[src/rtl/dotpll_reseq_pkg.sv]
package dotpll_reseq_pkg;

    typedef enum logic [3:0] {
        ST_IDLE    = 4'd0,
        ST_FETCH   = 4'd1,
        ST_JUDGE   = 4'd2,
        ST_PROGRAM = 4'd3,
        ST_SETTLE  = 4'd4,
        ST_POLL    = 4'd5,
        ST_SAMPLE  = 4'd6,
        ST_RELEASE = 4'd7,
        ST_FINISH  = 4'd8
    } seq_state_e;

endpackage

[src/rtl/dotpll_settle_timer.sv]
module dotpll_settle_timer #(
    parameter int unsigned CYCLES = 12500
) (
    input  logic clk,
    input  logic rst_n,
    input  logic start,
    output logic expired
);
    localparam int unsigned CW = $clog2(CYCLES + 1);

    logic [CW-1:0] cnt_d, cnt_q;

    // Load CYCLES-1 on start so that a state polling `expired` stays CYCLES cycles
    always_comb begin
        cnt_d = cnt_q;
        if (start) begin
            cnt_d = CW'(CYCLES - 1);
        end else if (cnt_q != '0) begin
            cnt_d = cnt_q - 1'b1;
        end
    end

    always_ff @(posedge clk) begin
        if (!rst_n) cnt_q <= '0;
        else        cnt_q <= cnt_d;
    end

    assign expired = (cnt_q == '0);

endmodule

[src/rtl/dotpll_poll_counter.sv]
module dotpll_poll_counter #(
    parameter int unsigned MAX_POLLS = 1000
) (
    input  logic clk,
    input  logic rst_n,
    input  logic clear,
    input  logic step,
    output logic last
);
    localparam int unsigned CW = $clog2(MAX_POLLS + 1);

    logic [CW-1:0] cnt_d, cnt_q;

    always_comb begin
        cnt_d = cnt_q;
        if (clear) begin
            cnt_d = '0;
        end else if (step && !last) begin
            cnt_d = cnt_q + 1'b1;
        end
    end

    always_ff @(posedge clk) begin
        if (!rst_n) cnt_q <= '0;
        else        cnt_q <= cnt_d;
    end

    // High once the poll budget has been spent
    assign last = (cnt_q == CW'(MAX_POLLS));

endmodule

[src/rtl/dotpll_ctrl_edit.sv]
module dotpll_ctrl_edit #(
    parameter int unsigned CTRL_W   = 32,
    parameter int unsigned RST_BIT  = 0,
    parameter int unsigned BYP_BIT  = 15,
    parameter int unsigned HALF_BIT = 24
) (
    input  logic [CTRL_W-1:0] ctrl_in,
    output logic [CTRL_W-1:0] prog_word,
    output logic [CTRL_W-1:0] release_word
);
    localparam logic [CTRL_W-1:0] RST_M  = CTRL_W'(1) << RST_BIT;
    localparam logic [CTRL_W-1:0] CLR_M  = (CTRL_W'(1) << BYP_BIT) | (CTRL_W'(1) << HALF_BIT);

    // Program: drop bypass and half-pixel, raise reset; release: drop reset only
    assign prog_word    = (ctrl_in & ~CLR_M) | RST_M;
    assign release_word = ctrl_in & ~RST_M;

endmodule

[src/rtl/dotpll_reseq.sv]
module dotpll_reseq
    import dotpll_reseq_pkg::*;
#(
    parameter int unsigned CTRL_W    = 32,
    parameter int unsigned CFG_W     = 32,
    parameter int unsigned CLK_MHZ   = 125,
    parameter int unsigned SETTLE_US = 100,
    parameter int unsigned MAX_POLLS = 1000,
    parameter int unsigned LOCK_BIT  = 25,
    parameter int unsigned RST_BIT   = 0,
    parameter int unsigned BYP_BIT   = 15,
    parameter int unsigned HALF_BIT  = 24
) (
    input  logic              clk,
    input  logic              rst_n,
    input  logic              req_valid,
    input  logic [CFG_W-1:0]  req_cfg,
    output logic              busy,
    output logic              done,
    output logic              timeout,
    output logic              pll_rd,
    input  logic [CTRL_W-1:0] pll_rd_ctrl,
    input  logic [CFG_W-1:0]  pll_rd_cfg,
    output logic              pll_wr,
    output logic [CTRL_W-1:0] pll_wr_ctrl,
    output logic [CFG_W-1:0]  pll_wr_cfg
);
    localparam int unsigned SETTLE_CYC = CLK_MHZ * SETTLE_US;

    typedef struct packed {
        seq_state_e        state;
        logic [CFG_W-1:0]  target;
        logic [CTRL_W-1:0] ctrl;
        logic [CFG_W-1:0]  cfg;
        logic              timeout;
    } seq_regs_t;

    seq_regs_t r_d, r_q;

    logic              settle_start, settle_expired;
    logic              poll_clear, poll_step, poll_last;
    logic              lock_seen, cfg_match;
    logic [CTRL_W-1:0] prog_word, release_word;

    assign lock_seen = pll_rd_ctrl[LOCK_BIT];
    assign cfg_match = (pll_rd_cfg == r_q.target);

    dotpll_settle_timer #(
        .CYCLES (SETTLE_CYC)
    ) u_settle (
        .clk     (clk),
        .rst_n   (rst_n),
        .start   (settle_start),
        .expired (settle_expired)
    );

    dotpll_poll_counter #(
        .MAX_POLLS (MAX_POLLS)
    ) u_polls (
        .clk   (clk),
        .rst_n (rst_n),
        .clear (poll_clear),
        .step  (poll_step),
        .last  (poll_last)
    );

    dotpll_ctrl_edit #(
        .CTRL_W   (CTRL_W),
        .RST_BIT  (RST_BIT),
        .BYP_BIT  (BYP_BIT),
        .HALF_BIT (HALF_BIT)
    ) u_edit (
        .ctrl_in      (r_q.ctrl),
        .prog_word    (prog_word),
        .release_word (release_word)
    );

    always_comb begin
        r_d          = r_q;
        settle_start = 1'b0;
        poll_clear   = 1'b0;
        poll_step    = 1'b0;
        case (r_q.state)
            ST_IDLE: begin
                if (req_valid) begin
                    r_d.target  = req_cfg;
                    r_d.timeout = 1'b0;
                    r_d.state   = ST_FETCH;
                end
            end
            ST_FETCH: r_d.state = ST_JUDGE;
            ST_JUDGE: begin
                r_d.ctrl = pll_rd_ctrl;
                r_d.cfg  = pll_rd_cfg;
                if (lock_seen && cfg_match) r_d.state = ST_FINISH;
                else                        r_d.state = ST_PROGRAM;
            end
            ST_PROGRAM: begin
                settle_start = 1'b1;
                poll_clear   = 1'b1;
                r_d.state    = ST_SETTLE;
            end
            ST_SETTLE: begin
                if (settle_expired) r_d.state = ST_POLL;
            end
            ST_POLL: begin
                poll_step = 1'b1;
                r_d.state = ST_SAMPLE;
            end
            ST_SAMPLE: begin
                r_d.ctrl = pll_rd_ctrl;
                r_d.cfg  = pll_rd_cfg;
                if (lock_seen) begin
                    r_d.state = ST_RELEASE;
                end else if (poll_last) begin
                    r_d.timeout = 1'b1;
                    r_d.state   = ST_RELEASE;
                end else begin
                    r_d.state = ST_POLL;
                end
            end
            ST_RELEASE: r_d.state = ST_FINISH;
            ST_FINISH:  r_d.state = ST_IDLE;
            default:    r_d.state = ST_IDLE;
        endcase
    end

    always_ff @(posedge clk) begin
        if (!rst_n) r_q <= '0;
        else        r_q <= r_d;
    end

    assign busy        = (r_q.state != ST_IDLE);
    assign done        = (r_q.state == ST_FINISH);
    assign timeout     = r_q.timeout;
    assign pll_rd      = (r_q.state == ST_FETCH) || (r_q.state == ST_POLL);
    assign pll_wr      = (r_q.state == ST_PROGRAM) || (r_q.state == ST_RELEASE);
    assign pll_wr_ctrl = (r_q.state == ST_PROGRAM) ? prog_word : release_word;
    assign pll_wr_cfg  = (r_q.state == ST_PROGRAM) ? r_q.target : r_q.cfg;

endmodule

[config.mk]
export PLATFORM = sky130hd
export DESIGN_NAME = dotpll_reseq
export DESIGN_NICKNAME = d
export VERILOG_FILES = /design/src/rtl/dotpll_reseq_pkg.sv /design/src/rtl/dotpll_settle_timer.sv /design/src/rtl/dotpll_poll_counter.sv /design/src/rtl/dotpll_ctrl_edit.sv /design/src/rtl/dotpll_reseq.sv
export SDC_FILE = /design/constraint.sdc
export NUM_CORES = 1
export LEC_CHECK = 0
export ABC_AREA = 1
export ABC_CLOCK_PERIOD_IN_PS = 2050
export BUFFER_PORTS_ARGS = -buffer_cell sky130_fd_sc_hd__buf_2
export CELL_PAD_IN_SITES_DETAIL_PLACEMENT = 1
export CELL_PAD_IN_SITES_GLOBAL_PLACEMENT = 2
export CORE_UTILIZATION = 28
export CTS_BUF_LIST = sky130_fd_sc_hd__clkbuf_4 sky130_fd_sc_hd__clkbuf_8 sky130_fd_sc_hd__clkbuf_16
export DETAILED_ROUTE_END_ITERATION = 10
export PLACE_DENSITY = 0.77
export SYNTH_ARGS = -nofsm -noshare
export SYNTH_HDL_FRONTEND = slang
export SYNTH_SLANG_ARGS = --single-unit
[constraint.sdc]
create_clock -name clk -period 2.05 [get_ports clk]
set_input_delay 0.41 -clock clk [delete_from_list [all_inputs] [get_ports clk]]
set_output_delay 0.41 -clock clk [all_outputs]
set_load 0.03 [all_outputs]
=== After elaboration in Yosys (flattened, before gate mapping) ===
Index checks and enable logic that the tools add are counted.
W data, S select, Z words.

* ROM bits: 0
* Bits in writable memories: 0
* Flip-flop bits (word level): 125
* Latch bits: 0
* Memories: 0
* Bits of input ports: 99

* Muxes and demuxes: 16
* Bitwise logic cells: 1
* Div/mod/pow operators: 0
* Shifts and indexed selects: 0
* $mul: 0
* Eq/ne operators: 14
* Reduce and logical (&&, ||, !) cells: 16
* Add/subtract/negate cells: 2
* Order comparisons: 0

{| class="wikitable"
|+ Operator list
! kind !! count
|-
| $mux W36 || 1
|-
| $eq A32 B32 Y1 || 1
|-
| $mux W32 || 1
|-
| $pmux W4 S8 || 1
|-
| $mux W14 || 2
|-
| $mux W25 || 1
|-
| $eq A4 B3 Y1 const B || 4
|-
| $logic_not A14 Y1 || 1
|-
| $reduce_bool A14 Y1 || 1
|-
| $sub A14 B1 Y14 const B || 1
|-
| $mux W4 || 3
|-
| $add A10 B1 Y10 const B || 1
|-
| $eq A10 B10 Y1 const B || 1
|-
| $eq A4 B2 Y1 const B || 2
|-
| $ne A2 B2 Y1 const B || 3
|-
| $mux W1 || 5
|-
| $eq A4 B1 Y1 const B || 1
|-
| $eq A4 B4 Y1 const B || 1
|-
| $logic_not A4 Y1 || 1
|-
| $reduce_and A2 Y1 || 2
|-
| $reduce_and A4 Y1 || 1
|-
| $reduce_bool A2 Y1 || 2
|-
| $reduce_bool A4 Y1 || 1
|-
| $reduce_or A2 Y1 || 2
|-
| other kinds (7) || 9
|}

=== Logic depth before layout (Yosys ltp) ===
Gate-level depths: netlist (run 1).

* Depth after elaboration: 4
* Mapped depth: 11
* Depth with buffers taken out: 11

=== Cells and area by module ===
Synthesis (run 1) repeated with hierarchy kept, for this count alone.

* Cell total of the unflattened synthesis: 1032
* Area, all modules: 6872.8 um2

{| class="wikitable"
|+ By module, submodules not included
! module !! instances !! cells each !! sequential area each (um2) !! area each (um2)
|-
| dotpll_reseq || 1 || 741 || 2021.9 || 4904.7
|-
| dotpll_settle_timer || 1 || 133 || 280.3 || 867.1
|-
| dotpll_poll_counter || 1 || 92 || 200.2 || 613.1
|-
| dotpll_ctrl_edit || 1 || 66 || 0.0 || 488.0
|}

=== Least setup slack after synthesis (run 1) ===
Ideal clock, no wire load.

* Path kind: flip-flop to output port
* Start: register r_q[100] (netlist bit)
* End: output pll_wr_cfg[0]
* Cell stages (with the launch flop): 7
* Data arrival time: 1.636 ns
* Path slack: 0.004 ns
* Buffers on the path: 1
* Path through: dfxtp_1 > nor2_2 > inv_2 > nor2_8 > inv_2 > clkbuf_1 > o21ai_0

* Word-level cells in the longest chain between the ends: 2

{| class="wikitable"
|+ RTL lines
! item !! RTL line !! source
|-
| from (decl) || dotpll_reseq.sv:38 || <nowiki>seq_regs_t r_d, r_q;</nowiki>
|-
| from (signal assigned) || dotpll_reseq.sv:130 || <nowiki>else r_q <= r_d;</nowiki>
|-
| $eq A4 B2 Y1 || dotpll_reseq.sv:139 || <nowiki>assign pll_wr_cfg = (r_q.state == ST_PROGRAM) ? r_q.target : r_q.cfg;</nowiki>
|-
| $mux W32 || dotpll_reseq.sv:139 ||
|-
| to (decl) || dotpll_reseq.sv:26 || <nowiki>output logic [CFG_W-1:0] pll_wr_cfg</nowiki>
|}

Every way passes these cells.

=== Final worst setup path (run 1) ===
* Start: register r_q[97] (netlist bit)
* End: output pll_wr_cfg[13]

The elaborated chain is that of the path after synthesis.

==> run metrics, run 1 <==
total core area=21000 um^2; share of layout cells above drive strength 1=25.7%; Total GRT Usage=18.6%; initial antenna violation count=2; crit path time final=2050 ps; CTS Sinks=124; worst hold path type=in -> reg; Placed Area=6880 um^2; post-synthesis sequential area ratio=41.4%; CTS tree=yes; grt ovf=0; Top FF cell, synth=dfxtp_1; number of synthesized flops with an enable pin=0; number of global-route vias before repair=6148; setup ws final=-3.86 ps; Fmax=0.487 GHz; Fin Setup TNS=-5.18 ps; Cell Area, Synth=6000 um^2; max-slew violation count=0; CP required=1640 ps; Setup violations, final=2; drt first-iter violations=206; Synth Register Bits=124; port bufs=166; worst endpoint data arrival time=1640 ps; I/O pin count=168; Synth top area share=41.4%; syn nets=983; CTS Buffer Depth=2; count of cell types in the netlist=33; largest net degree at the start of global routing=100; Syn Area/Cell=6.81 um^2; remaining antenna violation count=0; die height=148 um; Slew headroom=40.1%; final std cell area, no fill=7930 um^2; filler cell count=2637; period utilization=100%; Wirelength per Cell=15.0 um; failing checks=negative setup slack; Final Hold Viols=0; status=finished, violations left; DP Worst Slack=227 ps; Root Buffer=clkbuf_16; Cells after Synth=881; die width=148 um; Initial Util=28.5%; leading area contributor after synthesis=dfxtp_1; clock-pin slew of the registers on the worst-case setup and hold paths=60 ps; Worst Tran Pin Value=897 ps; Crit. End Element=primary output; DIE AREA=22000 um^2; aggregate routed wire length=19500 um; Final Skew=8.85 ps; global-route wire length before repair=31700 um; pwr dens=1060 nW/um^2; RSZ-0062 raised after global routing=true; worst vdd ir=0.636 mV; cts hold-fix bufs=0; number of buffers created by CTS=17; H-Tree Level Count=4; vias per cell=4.58; Synth Warn #=0; worst-path fanout max=10; via count=5968; max_cap viols=0; most common cell after layout, fill and taps aside=nand2_1; crit path kind=reg -> out; Placer Congestion=0.779; worst skew pair latency=420 ps; post-DP HPWL=12500 um; First-pass DRT Iterations=4; overall power=8.38 mW; most frequent cells in the layout=154 x nand2_1, 134 x buf_2, 130 x nor2_1, 121 x dfxtp_1, 105 x o21ai_0; Area contributors post-synth=dfxtp_1 41%, o21ai_0 11%, nand2_1 10%; Final nets=1115; DR DRC count=0; row cnt=53; Setup crit start kind=flop; LEAKAGE=3.70 nW; Area Overhead vs Synth=32.2%; Async SR Flop Fraction=0%; Final Util=37.7%
==> registers in the layout, indices dropped and copies added, names as in the netlist <==
register	flops
u_settle.cnt_q	14
u_polls.cnt_q	10
timeout	1
r_q	99
==> cells by family (layout without fill, tap and decap cells) <==
| family | after synthesis | in the layout | synth area share [%] |
|---|---|---|---|
| xor gates and xnor gates | 16 | 16 | 2.34 |
| DFF | 124 | 124 | 41.4 |
| AOI/OAI and AO/OA | 222 | 222 | 18.7 |
| and+or+nand+nor | 341 | 341 | 23.4 |
| other | 0 | 1 | 0 |
| adders and majority gates | 3 | 3 | 0.626 |
| buffers and inverters | 175 | 320 | 13.6 |
==> per-stage QoR <==
step	hold slack, ps	std cells
global placement	441	1261
floorplan	430	881
detailed placement	452	1261
global route	209	1302
CTS	195	1301
finish	212	1302
==> layer usage <==
layer  track usage (%)  part of all wire [%]  vias up
li1                  -                     -     3047
met1              22.5                    46     2797
met2              31.3                    48       94
met3              5.09                   4.9       28
met4              6.86                   1.9        2
met5                 0                 0.041        -
==> area by class of cell <==
class	count	area (um^2)	area share, %
antenna	1	2.50	0.0316
clock buffer	26	518	6.53
clock inverter	6	60.1	0.757
inverter	105	402	5.06
multi-input combinational	582	2860	36.1
sequential	124	2490	31.4
tap	275	344	4.34
timing repair buffer	183	1260	15.8
==> worst paths after layout <==
check             slack (ps)  cells past startpoint           endpoint              start
setup / recovery          -4                      6     pll_wr_cfg[13]            r_q[97]
hold / removal           210                      3            r_q[52]    pll_rd_ctrl[19]
setup reg to reg         320                      8  u_settle.cnt_q[1]  u_settle.cnt_q[0]
hold reg to reg          450                      2            timeout            timeout
==> where the power goes <==
part | switching [mW] | internal, mW | leakage [nW] | total, mW
combinational | 1.57 | 0.869 | 2.39 | 2.44
sequential | 0.205 | 2.75 | 1.02 | 2.96
clock | 1.12 | 1.86 | 0.287 | 2.98
total | 2.90 | 5.48 | 3.70 | 8.38
==> Yosys cell counts (3+ instances only) <==
cell,instances
a21oi_1,80
inv_2,6
nand4_1,4
clkbuf_1,21
buf_4,34
ha_1,3
nand2_1,160
o21ai_1,7
xor2_1,9
o21ai_0,131
nand3_1,19
dfxtp_1,124
inv_1,99
nor2_1,130
xnor2_1,7
nor3_1,13
buf_2,12
nor2_2,5
==> what timing repair did <==
action | in CTS | in global routing
gates cloned | 5 | 0
gates resized for setup | 119 | 4
setup endpoints to repair | 32 | 32
setup buffers | 3 | 0
pin swaps | 1 | 0
==> critical path: stages (launching register included) <==
cell	delay (ps)
dfxtp_2	360
nand2_2	120
nor2_8	160
inv_8	90
buf_16	170
o21ai_1	130
buf_4	180
Power figures use the tool's default switching activity.
==> inputs of run 2 (changes only) <==
--- a/config.mk
+++ b/config.mk
@@ -15,4 +15,5 @@
 export DETAILED_ROUTE_END_ITERATION = 10
 export PLACE_DENSITY = 0.77
+export SLEW_MARGIN = 20
 export SYNTH_ARGS = -nofsm -noshare
 export SYNTH_HDL_FRONTEND = slang
==> constraint.sdc (replaced) <==
create_clock -name clk -period 2.05 [get_ports clk]
set_input_delay 0.41 -clock clk [delete_from_list [all_inputs] [get_ports clk]]
set_output_delay 0.41 -clock clk [all_outputs]
set_load 0.05 [all_outputs]
==> run metrics, run 2 (synthesized netlist as in run 1, its figures left out) <==
Wirelength per Cell=14.6 um; Final Skew=6.68 ps; diode count=0; number of buffers created by CTS=17; non-filler cells, final=1300; number of global-route vias before repair=6030; most common cell after layout, fill and taps aside=nand2_1; worst vdd ir=0.560 mV; clock-pin slew of the registers on the worst-case setup and hold paths=60 ps; share of layout cells above drive strength 1=26.7%; Slew headroom=54.0%; CTS Buffer Depth=2; crit path time final=2070 ps; H-Tree Level Count=4; filler cell count=2636; die width=148 um; worst hold path type=in -> reg; Setup violations, final=4; row cnt=53; crit path from=r_q[99]; port bufs=166; Worst Tran Pin Value=689 ps; failing checks=negative setup slack; setup ws final=-15.6 ps; grt ovf=0; Final nets=1115; remaining antenna violation count=0; aggregate routed wire length=19000 um; Fmax=0.484 GHz; crit path kind=reg -> out; most frequent cells in the layout=153 x nand2_1, 132 x buf_2, 130 x nor2_1, 121 x dfxtp_1, 105 x o21ai_0; switching pwr=3.13 mW; pwr dens=1100 nW/um^2; max_cap viols=0; register area=2490 um^2; initial antenna violation count=5; RR Endpoint=u_settle.cnt_q[9]; via count=5896; Root Buffer=clkbuf_16; CP Capture Point=pll_wr_cfg[29]; First-pass DRT Iterations=4; placed instance count=1266; Crit Reg-Reg Startpoint=u_settle.cnt_q[0]; drt first-iter violations=188; worst-path fanout max=13; DIE AREA=22000 um^2; Area Overhead vs Synth=35.4%; combinational share of power=31.0%; status=finished, violations left; total core area=21000 um^2; period utilization=101%; hold depth=3; Biggest register=r_q; CTS Sinks=124; max reg flops=99; Placer Congestion=0.794; global-route wire length before repair=30400 um; LEAKAGE=3.74 nW; P_int=5.78 mW; power share of the clock group=35.8%; post-DP HPWL=12900 um; cts hold-fix bufs=0; worst reg2reg path depth=9; worst skew pair latency=420 ps; die height=148 um; largest net degree at the start of global routing=84; Setup crit start kind=flop; Initial Util=28.5%; DR DRC count=0; I/O pin count=168; switch share=35.2%; Final Hold Viols=0; CTS tree=yes; FF-to-FF setup slack=330 ps; Largest regs=r_q (99), u_settle.cnt_q (14), u_polls.cnt_q (10); RSZ-0062 raised after global routing=true; area taken by multi-input logic gates=2970 um^2; sequential share of power=33.2%; vias per cell=4.54; max-slew violation count=0; worst endpoint data arrival time=1660 ps; CP required=1640 ps; overall power=8.92 mW; Crit. End Element=primary output; Total GRT Usage=17.7%
-- run 2: changes by cell type in the layout (fill, tap and decap cells not counted), moves of 3 or more --
cell and delta:
buf_4 -12, o21ai_1 -10, buf_6 +9, o21ai_4 +9, buf_8 +5, buf_16 -3
-- run 2: final cells by class --
| cell class | count | area share (%) |
|---|---|---|
| Multi-Input combinational cell | 582 | 36.5 |
| Sequential cell | 124 | 30.6 |
| Timing Repair Buffer | 183 | 16.0 |
| Clock buffer | 25 | 6.36 |
| Inverter | 105 | 4.95 |
| Tap cell | 275 | 4.24 |
| Clock inverter | 6 | 1.33 |
-- run 2: critical path: stages (launching register included) --
cell and delay, ps:
dfxtp_2 350, nor2_4 120, inv_2 70, nor2_8 120, inv_8 80, buf_16 170
o21ai_4 160, buf_6 180
-- run 2: what timing repair did --
item,in CTS,in global routing
setup buffers,1,0
endpoints found under the setup margin,34,35
gates cloned,2,0
pin swaps,1,0
gates resized for setup,107,21
-- run 2: per-layer routing --
layer | vias to the layer above | global-route usage [%] | part of all wire (%)
li1 | 3029 | - | -
met1 | 2744 | 20.9 | 45
met2 | 93 | 31.0 | 49
met3 | 24 | 5.06 | 4.7
met4 | 6 | 5.00 | 1.2
met5 | - | 0 | 0.19
-- run 2: power by group through the flow --
stage | Clock [mW] | Sequential, mW | Combinational, mW
floorplan | 0 | 2.96 | 2.02
global placement | 0 | 3.00 | 2.55
detailed placement | 0 | 3.00 | 2.58
CTS | 3.29 | 2.96 | 2.77
global route | 3.37 | 3.00 | 3.08
finish | 3.19 | 2.96 | 2.77
-- run 2: worst min path at each step --
stage / to / start
6_report: r_q[60] / pll_rd_ctrl[27]
5_1_grt: r_q[62] / pll_rd_ctrl[29]
4_1_cts: r_q[49] / pll_rd_ctrl[16]
3_5_place_dp: r_q[48] / r_q[48]
3_3_place_gp: r_q[48] / r_q[48]
2_1_floorplan: r_q[48] / r_q[48]
-- run 2: through the flow --
| stage | util, % | cell area (um^2) | hold slack, ps | TNS [ps] | setup slack, ps |
|---|---|---|---|---|---|
| 2_1_floorplan | - | 6030 | 430 | -1900 | -86.5 |
| 3_3_place_gp | 33.1 | 6960 | 442 | 0 | 219 |
| 3_5_place_dp | 33.1 | 6960 | 448 | 0 | 206 |
| 4_1_cts | 38.2 | 8020 | 197 | -467 | -36.9 |
| 5_1_grt | 38.6 | 8120 | 214 | -2100 | -86.3 |
| 6_report | 38.6 | 8120 | 217 | -29.7 | -15.6 |
